File: src/rtl/vdec_pkg.sv
// Package: shared widths, class encoding and decoded bundle layout for the
// vector instruction field decoder. Assumes a 32-bit instruction word.
package vdec_pkg;
    localparam int ILEN   = 32;
    localparam int OPC_W  = 7;
    localparam int REG_W  = 5;
    localparam int F3_W   = 3;
    localparam int F6_W   = 6;
    localparam int MOP_W  = 3;
    localparam int NF_W   = 3;
    localparam int CIMM_W = 11;
    localparam int NCLASS = 5;

    // Absolute bit positions inside the instruction word
    localparam int POS_RD   = 7;
    localparam int POS_F3   = 12;
    localparam int POS_RS1  = 15;
    localparam int POS_RS2  = 20;
    localparam int POS_VM   = 25;
    localparam int POS_F6   = 26;
    localparam int POS_MOP  = 26;
    localparam int POS_NF   = 29;
    localparam int POS_CIMM = 20;
    localparam int POS_FORM = 31;

    // Class of a decoded word; NONE means no strobe
    typedef enum logic [2:0] {
        VC_NONE    = 3'd0,
        VC_STORE   = 3'd1,
        VC_LOAD    = 3'd2,
        VC_ARITH   = 3'd3,
        VC_CFG     = 3'd4,
        VC_ILLEGAL = 3'd5
    } vclass_e;

    // Decoded bundle; flag order is illegal, cfg, arith, load, store
    typedef struct packed {
        logic [NCLASS-1:0] flags;
        logic [REG_W-1:0]  vd;
        logic [REG_W-1:0]  vs3;
        logic [REG_W-1:0]  rs1;
        logic [REG_W-1:0]  rs2;
        logic [F3_W-1:0]   funct3;
        logic [F6_W-1:0]   funct6;
        logic              vm;
        logic [MOP_W-1:0]  mop;
        logic [NF_W-1:0]   nf;
        logic              imm_form;
        logic [CIMM_W-1:0] imm;
    } vdec_bundle_t;
endpackage

File: src/rtl/vdec_classify.sv
// Module: picks the class of a word from its opcode and func3.
// Assumes opcode values and the unit-stride width code come in as parameters.
module vdec_classify
    import vdec_pkg::*;
#(
    parameter logic [OPC_W-1:0] OPC_VARITH = 7'h57,
    parameter logic [OPC_W-1:0] OPC_VLOAD  = 7'h07,
    parameter logic [OPC_W-1:0] OPC_VSTORE = 7'h27,
    parameter logic [F3_W-1:0]  CFG_F3     = 3'd7,
    parameter logic [F3_W-1:0]  UNIT_WIDTH = 3'd6
) (
    input  logic             vld_i,
    input  logic [OPC_W-1:0] opcode_i,
    input  logic [F3_W-1:0]  funct3_i,
    output vclass_e          cls_o
);
    // Class selection: no strobe, then opcode, then func3 / width
    always_comb begin
        if (!vld_i) begin
            cls_o = VC_NONE;
        end else if (opcode_i == OPC_VARITH) begin
            cls_o = (funct3_i == CFG_F3) ? VC_CFG : VC_ARITH;
        end else if (opcode_i == OPC_VLOAD) begin
            cls_o = (funct3_i == UNIT_WIDTH) ? VC_LOAD : VC_ILLEGAL;
        end else if (opcode_i == OPC_VSTORE) begin
            cls_o = (funct3_i == UNIT_WIDTH) ? VC_STORE : VC_ILLEGAL;
        end else begin
            cls_o = VC_ILLEGAL;
        end
    end
endmodule

File: src/rtl/vdec_extract.sv
// Module: slices the fields belonging to the given class out of the word and
// zeroes every field that class does not use. Assumes bits 6:0 are decoded
// elsewhere, so only bits 31:7 enter here.
module vdec_extract
    import vdec_pkg::*;
(
    input  logic [ILEN-1:POS_RD] body_i,
    input  vclass_e              cls_i,
    output vdec_bundle_t         bun_o
);
    logic [NCLASS-1:0] flag_w;

    // One flag per non-empty class, flag k-1 for class code k
    for (genvar k = 1; k <= NCLASS; k++) begin : g_flag
        assign flag_w[k-1] = (cls_i == vclass_e'(k));
    end

    // Field steering per class; unused fields stay zero
    always_comb begin
        bun_o       = '0;
        bun_o.flags = flag_w;
        unique case (cls_i)
            VC_CFG: begin
                bun_o.vd     = body_i[POS_RD +: REG_W];
                bun_o.rs1    = body_i[POS_RS1 +: REG_W];
                bun_o.funct3 = body_i[POS_F3 +: F3_W];
                if (!body_i[POS_FORM]) begin
                    bun_o.imm_form = 1'b1;
                    bun_o.imm      = body_i[POS_CIMM +: CIMM_W];
                end else begin
                    bun_o.rs2 = body_i[POS_RS2 +: REG_W];
                end
            end
            VC_ARITH: begin
                bun_o.vd     = body_i[POS_RD +: REG_W];
                bun_o.rs1    = body_i[POS_RS1 +: REG_W];
                bun_o.rs2    = body_i[POS_RS2 +: REG_W];
                bun_o.funct3 = body_i[POS_F3 +: F3_W];
                bun_o.funct6 = body_i[POS_F6 +: F6_W];
                bun_o.vm     = body_i[POS_VM];
            end
            VC_LOAD, VC_STORE: begin
                if (cls_i == VC_LOAD) bun_o.vd  = body_i[POS_RD +: REG_W];
                else                  bun_o.vs3 = body_i[POS_RD +: REG_W];
                bun_o.rs1    = body_i[POS_RS1 +: REG_W];
                bun_o.rs2    = body_i[POS_RS2 +: REG_W];
                bun_o.funct3 = body_i[POS_F3 +: F3_W];
                bun_o.vm     = body_i[POS_VM];
                bun_o.mop    = body_i[POS_MOP +: MOP_W];
                bun_o.nf     = body_i[POS_NF +: NF_W];
            end
            default: begin
                bun_o.vd = '0;
            end
        endcase
    end
endmodule

File: src/rtl/vdec_outreg.sv
// Module: output stage holding the decoded bundle and its valid for one cycle.
// Assumes synchronous active-low reset clearing everything.
module vdec_outreg #(
    parameter int W = 8
) (
    input  logic         clk,
    input  logic         rst_n,
    input  logic         vld_i,
    input  logic [W-1:0] d_i,
    output logic         vld_o,
    output logic [W-1:0] q_o
);
    // Capture bundle and valid each cycle; clear on reset
    always_ff @(posedge clk) begin
        if (!rst_n) begin
            vld_o <= 1'b0;
            q_o   <= '0;
        end else begin
            vld_o <= vld_i;
            q_o   <= d_i;
        end
    end
endmodule

File: src/rtl/vinsn_field_decoder.sv
// Module: top of the vector instruction field decoder. Classifies the word,
// steers its fields and registers the bundle, so results appear one cycle
// after the strobe. Assumes one word per cycle at most and no back-pressure.
module vinsn_field_decoder
    import vdec_pkg::*;
#(
    parameter logic [OPC_W-1:0] OPC_VARITH = 7'h57,
    parameter logic [OPC_W-1:0] OPC_VLOAD  = 7'h07,
    parameter logic [OPC_W-1:0] OPC_VSTORE = 7'h27,
    parameter logic [F3_W-1:0]  UNIT_WIDTH = 3'd6
) (
    input  logic              clk,
    input  logic              rst_n,
    input  logic [ILEN-1:0]   insn_i,
    input  logic              insn_vld_i,
    output logic              dec_vld_o,
    output logic              dec_illegal_o,
    output logic              dec_is_cfg_o,
    output logic              dec_is_arith_o,
    output logic              dec_is_load_o,
    output logic              dec_is_store_o,
    output logic [REG_W-1:0]  dec_vd_o,
    output logic [REG_W-1:0]  dec_vs3_o,
    output logic [REG_W-1:0]  dec_rs1_o,
    output logic [REG_W-1:0]  dec_rs2_o,
    output logic [F3_W-1:0]   dec_funct3_o,
    output logic [F6_W-1:0]   dec_funct6_o,
    output logic              dec_vm_o,
    output logic [MOP_W-1:0]  dec_mop_o,
    output logic [NF_W-1:0]   dec_nf_o,
    output logic              dec_cfg_imm_form_o,
    output logic [CIMM_W-1:0] dec_cfg_imm_o
);
    localparam int BW = $bits(vdec_bundle_t);

    vclass_e      cls_w;
    vdec_bundle_t bun_w;
    vdec_bundle_t bun_q;
    logic [BW-1:0] bun_bits_q;

    vdec_classify #(
        .OPC_VARITH (OPC_VARITH),
        .OPC_VLOAD  (OPC_VLOAD),
        .OPC_VSTORE (OPC_VSTORE),
        .CFG_F3     (3'd7),
        .UNIT_WIDTH (UNIT_WIDTH)
    ) u_cls (
        .vld_i    (insn_vld_i),
        .opcode_i (insn_i[OPC_W-1:0]),
        .funct3_i (insn_i[POS_F3 +: F3_W]),
        .cls_o    (cls_w)
    );

    vdec_extract u_ext (
        .body_i (insn_i[ILEN-1:POS_RD]),
        .cls_i  (cls_w),
        .bun_o  (bun_w)
    );

    vdec_outreg #(.W(BW)) u_reg (
        .clk   (clk),
        .rst_n (rst_n),
        .vld_i (insn_vld_i),
        .d_i   (bun_w),
        .vld_o (dec_vld_o),
        .q_o   (bun_bits_q)
    );

    // Unpack the registered bundle onto the ports
    assign bun_q              = vdec_bundle_t'(bun_bits_q);
    assign dec_illegal_o      = bun_q.flags[4];
    assign dec_is_cfg_o       = bun_q.flags[3];
    assign dec_is_arith_o     = bun_q.flags[2];
    assign dec_is_load_o      = bun_q.flags[1];
    assign dec_is_store_o     = bun_q.flags[0];
    assign dec_vd_o           = bun_q.vd;
    assign dec_vs3_o          = bun_q.vs3;
    assign dec_rs1_o          = bun_q.rs1;
    assign dec_rs2_o          = bun_q.rs2;
    assign dec_funct3_o       = bun_q.funct3;
    assign dec_funct6_o       = bun_q.funct6;
    assign dec_vm_o           = bun_q.vm;
    assign dec_mop_o          = bun_q.mop;
    assign dec_nf_o           = bun_q.nf;
    assign dec_cfg_imm_form_o = bun_q.imm_form;
    assign dec_cfg_imm_o      = bun_q.imm;
endmodule

File: config.mk
export PLATFORM = sky130hd
export DESIGN_NAME = vinsn_field_decoder
export DESIGN_NICKNAME = d
export VERILOG_FILES = /design/src/rtl/vdec_pkg.sv /design/src/rtl/vdec_classify.sv /design/src/rtl/vdec_extract.sv /design/src/rtl/vdec_outreg.sv /design/src/rtl/vinsn_field_decoder.sv
export SDC_FILE = /design/constraint.sdc
export NUM_CORES = 1
export LEC_CHECK = 0
export BUFFER_PORTS_ARGS = -buffer_cell sky130_fd_sc_hd__buf_2
export CORE_MARGIN = 8
export CORE_UTILIZATION = 42
export CTS_CLUSTER_DIAMETER = 50
export DETAILED_ROUTE_END_ITERATION = 12
export GPL_TIMING_DRIVEN = 0
export PLACE_DENSITY = 0.76
export RECOVER_POWER = 50
export SYNTH_ARGS = -nofsm -noshare
export SYNTH_HDL_FRONTEND = slang
export SYNTH_SLANG_ARGS = --single-unit
File: constraint.sdc
create_clock -name clk -period 4.1 [get_ports clk]
set_input_delay 0.615 -clock clk [delete_from_list [all_inputs] [get_ports clk]]
set_output_delay 0.615 -clock clk [all_outputs]
set_load 0.005 [all_outputs]
==> flow_summary_export.csv <==
group,metric,value,unit
synthesis,synth-main-ff-cell,"sky130_fd_sc_hd__dfxtp_1",
setup_path,start_kind,"primary input",
synthesis,count_of_cell_types_in_the_netlist,27,
cts,clock-root-buffer,"sky130_fd_sc_hd__clkbuf_8",
finish,insertedDiodeCount,0,
cts,cts.htree.levels,2,
drt,postRouteWirelength,4.08,mm
setup_path,critical_path.endpoint_type,"register",
synthesis,yosys_register_bits,54,
sta,grt_setup_unrepaired,"no",
finish,design.final.nets,263,
finish,filler_cell_count,341,
synthesis,netlist.top_cell.by_area,"sky130_fd_sc_hd__dfxtp_1",
sta,slew_headroom,0.577,
cts,clock_sink_count,54,
sta,setup_viol_count_final,0,
synthesis,synth_nets,168,
cts,count_of_instances_resized_after_the_clock_tree_is_built,0,
global_route,grt.total_usage,0.128,
cts,tritoncts_clock_tree,"built",
setup_path,critPathArrivalTime,1910,ps
place,portBuffers,88,
synthesis,synthArstFlopShare,0,
outcome,outcome,"finished clean",
setup_path,cp_launch_point,"insn_i[5]",
drt,vias,1270,
setup_path,criticalPathCategory,"in -> reg",
drt,drtIter0Drc,62,
cts,number_of_clock_buffers_inserted_by_tritoncts,5,
setup_path,cp.required,4310,ps
sta,max_clock_freq,588,MHz
synthesis,synth.yosys.seq_area_share,0.666,
global_route,gr-total-overflow,0,
sta,final-max-slew-violation-count,0,
place,routability_congestion,0.740,
drt,drc,0,
hold_path,worst_hold_path_type,"in -> reg",
synthesis,ys_warns,0,
die,design.portCount,89,
synthesis,postSynthAreaPerCell,12.2,µm²
die,initial_standard_cell_utilization_of_the_core,0.440,
global_route,grt_max_degree,16,
drt,first_pass_iters,4,
finish,post_route_cells_drive_above_1_share,0.336,
run,drv_cap,0,
synthesis,commonest_cells_in_the_netlist,"sky130_fd_sc_hd__dfxtp_1, sky130_fd_sc_hd__and2_1, sky130_fd_sc_hd__nor3b_1",
die,floorplan.die_area,6110,µm²
sta,report.final.hold_viol_count,0,
sta,timing_worst_slew_pin_value,634,ps
synthesis,synth.most_common_cell,"sky130_fd_sc_hd__dfxtp_1",
die,coreArea,3690,µm²
hold_path,hold_depth,2,
setup_path,worst_setup_path_endpoint,"u_reg.q_o[3]",
drt,postRouteAntennaNets,0,
sta,fin_crit,1700,ps
synthesis,ranking_of_synthesized_cells_by_area,"sky130_fd_sc_hd__dfxtp_1, sky130_fd_sc_hd__nor3b_1, sky130_fd_sc_hd__and2_1",
synthesis,synth-edff-count,0,
drt,route.detailed.vias_per_inst,4.58,
global_route,grt_pass1_vias,1372,
die,die_height,78.2,µm
cts,post-cts-setup-buffers,0,
synthesis,synth_top_cell_area_share,0.666,
power_and_ir_drop,leakage,1.01,nW
finish,area_growth_syn_to_layout,34.3,%
global_route,grt_pass1_wl,6.33,mm
cts,postCtsHoldBufs,0,
synthesis,synth_cells,133,
sta,setup_tns,0,ps
global_route,antenna_found_initial,0,
drt,route.detailed.wl_per_inst,14.7,µm
synthesis,synth_area,1620,µm²
power_and_ir_drop,finalPower,0.851,mW
die,floorplan.rows,22,
power_and_ir_drop,worst_ir_drop_vdd,208,µV
place,dp_hpwl,3.26,mm
setup_path,crit_path_max_fanout,10,
cts,cts-root-to-sink-buffers,2,
power_and_ir_drop,p_per_cell_area,390,nW/µm²
die,die_width,78.2,µm
cts,clk_pin_slew,90,ps
sta,final_period_util,0.415,
==> metal layers <==
layer / up-vias / GRT usage / share of wire
li1: 643 / - / -
met1: 576 / 0.126 / 0.39
met2: 44 / 0.229 / 0.50
met3: 7 / 0.0604 / 0.097
met4: 0 / 0.0463 / 0.013
met5: - / 0 / 0
==> cells by family (layout without fill, tap and decap cells) <==
| family | Yosys count | in the layout | synth area share |
|---|---|---|---|
| buffers and inverters | 12 | 108 | 0.0324 |
| flip-flops | 54 | 54 | 0.666 |
| AO/OA/AOI/OAI | 8 | 8 | 0.0354 |
| AND/OR/NAND/NOR | 58 | 58 | 0.260 |
| multiplexers | 1 | 1 | 0.00616 |
==> critical path, stage by stage <==
cell and delay, ps:
sky130_fd_sc_hd__buf_2 150, sky130_fd_sc_hd__and3b_2 300, sky130_fd_sc_hd__or4b_4 510, sky130_fd_sc_hd__buf_6 170, sky130_fd_sc_hd__nor3_1 160
==> layout make-up <==
| type | count | area, µm² | area share |
|---|---|---|---|
| Sequential cell | 54 | 1080 | 0.496 |
| Multi-Input combinational cell | 67 | 490 | 0.225 |
| Timing Repair Buffer | 88 | 405 | 0.186 |
| Clock buffer | 7 | 86.3 | 0.0396 |
| Tap cell | 48 | 60.1 | 0.0275 |
| Inverter | 8 | 30.0 | 0.0138 |
| Buffer | 4 | 22.5 | 0.0103 |
| Clock inverter | 1 | 5.00 | 0.00229 |
==> power breakdown <==
| group | switching, mW | internal [mW] |
|---|---|---|
| sequential | 0.000353 | 0.525 |
| clock | 0.151 | 0.136 |
| combinational | 0.0197 | 0.0188 |
| total | 0.171 | 0.680 |
==> flip-flops by register name, summed over array words and instances, names as in the netlist <==
signal       count
u_reg.q_o       53
u_reg.vld_o      1
==> worst min path at each step <==
stage                     from       endpoint  slack (ps)
detailed placement  insn_i[30]  u_reg.q_o[23]         840
floorplan            insn_i[5]  u_reg.q_o[43]         690
finish              insn_i[30]  u_reg.q_o[13]         530
global route        insn_i[30]  u_reg.q_o[13]         550
global placement    insn_i[30]  u_reg.q_o[13]         840
CTS                 insn_i[30]  u_reg.q_o[13]         530
==> layout by cell type (no fill, tap or decap), drive strengths merged, types with 2 or more instances in the layout <==
master,netlist,routed
a211oi,5,5
dfxtp,54,54
nor3,5,5
and3,7,7
nand2,3,3
nor2,2,2
and4,2,2
inv,8,8
buf,1,61
nor3b,14,14
and2,13,13
clkbuf,3,38
nor4b,5,5
==> metrics by stage <==
stage | cell area, µm² | std cells | worst slack [ps] | util | hold slack, ps
global placement | 2120 | 269 | 2120 | 0.576 | 837
CTS | 2220 | 277 | 2390 | 0.601 | 529
finish | 2180 | 277 | 2400 | 0.591 | 533
detailed placement | 2120 | 269 | 2100 | 0.576 | 839
floorplan | 1620 | 133 | 2370 | - | 692
global route | 2180 | 277 | 2370 | 0.591 | 545
Power figures use the tool's default switching activity.
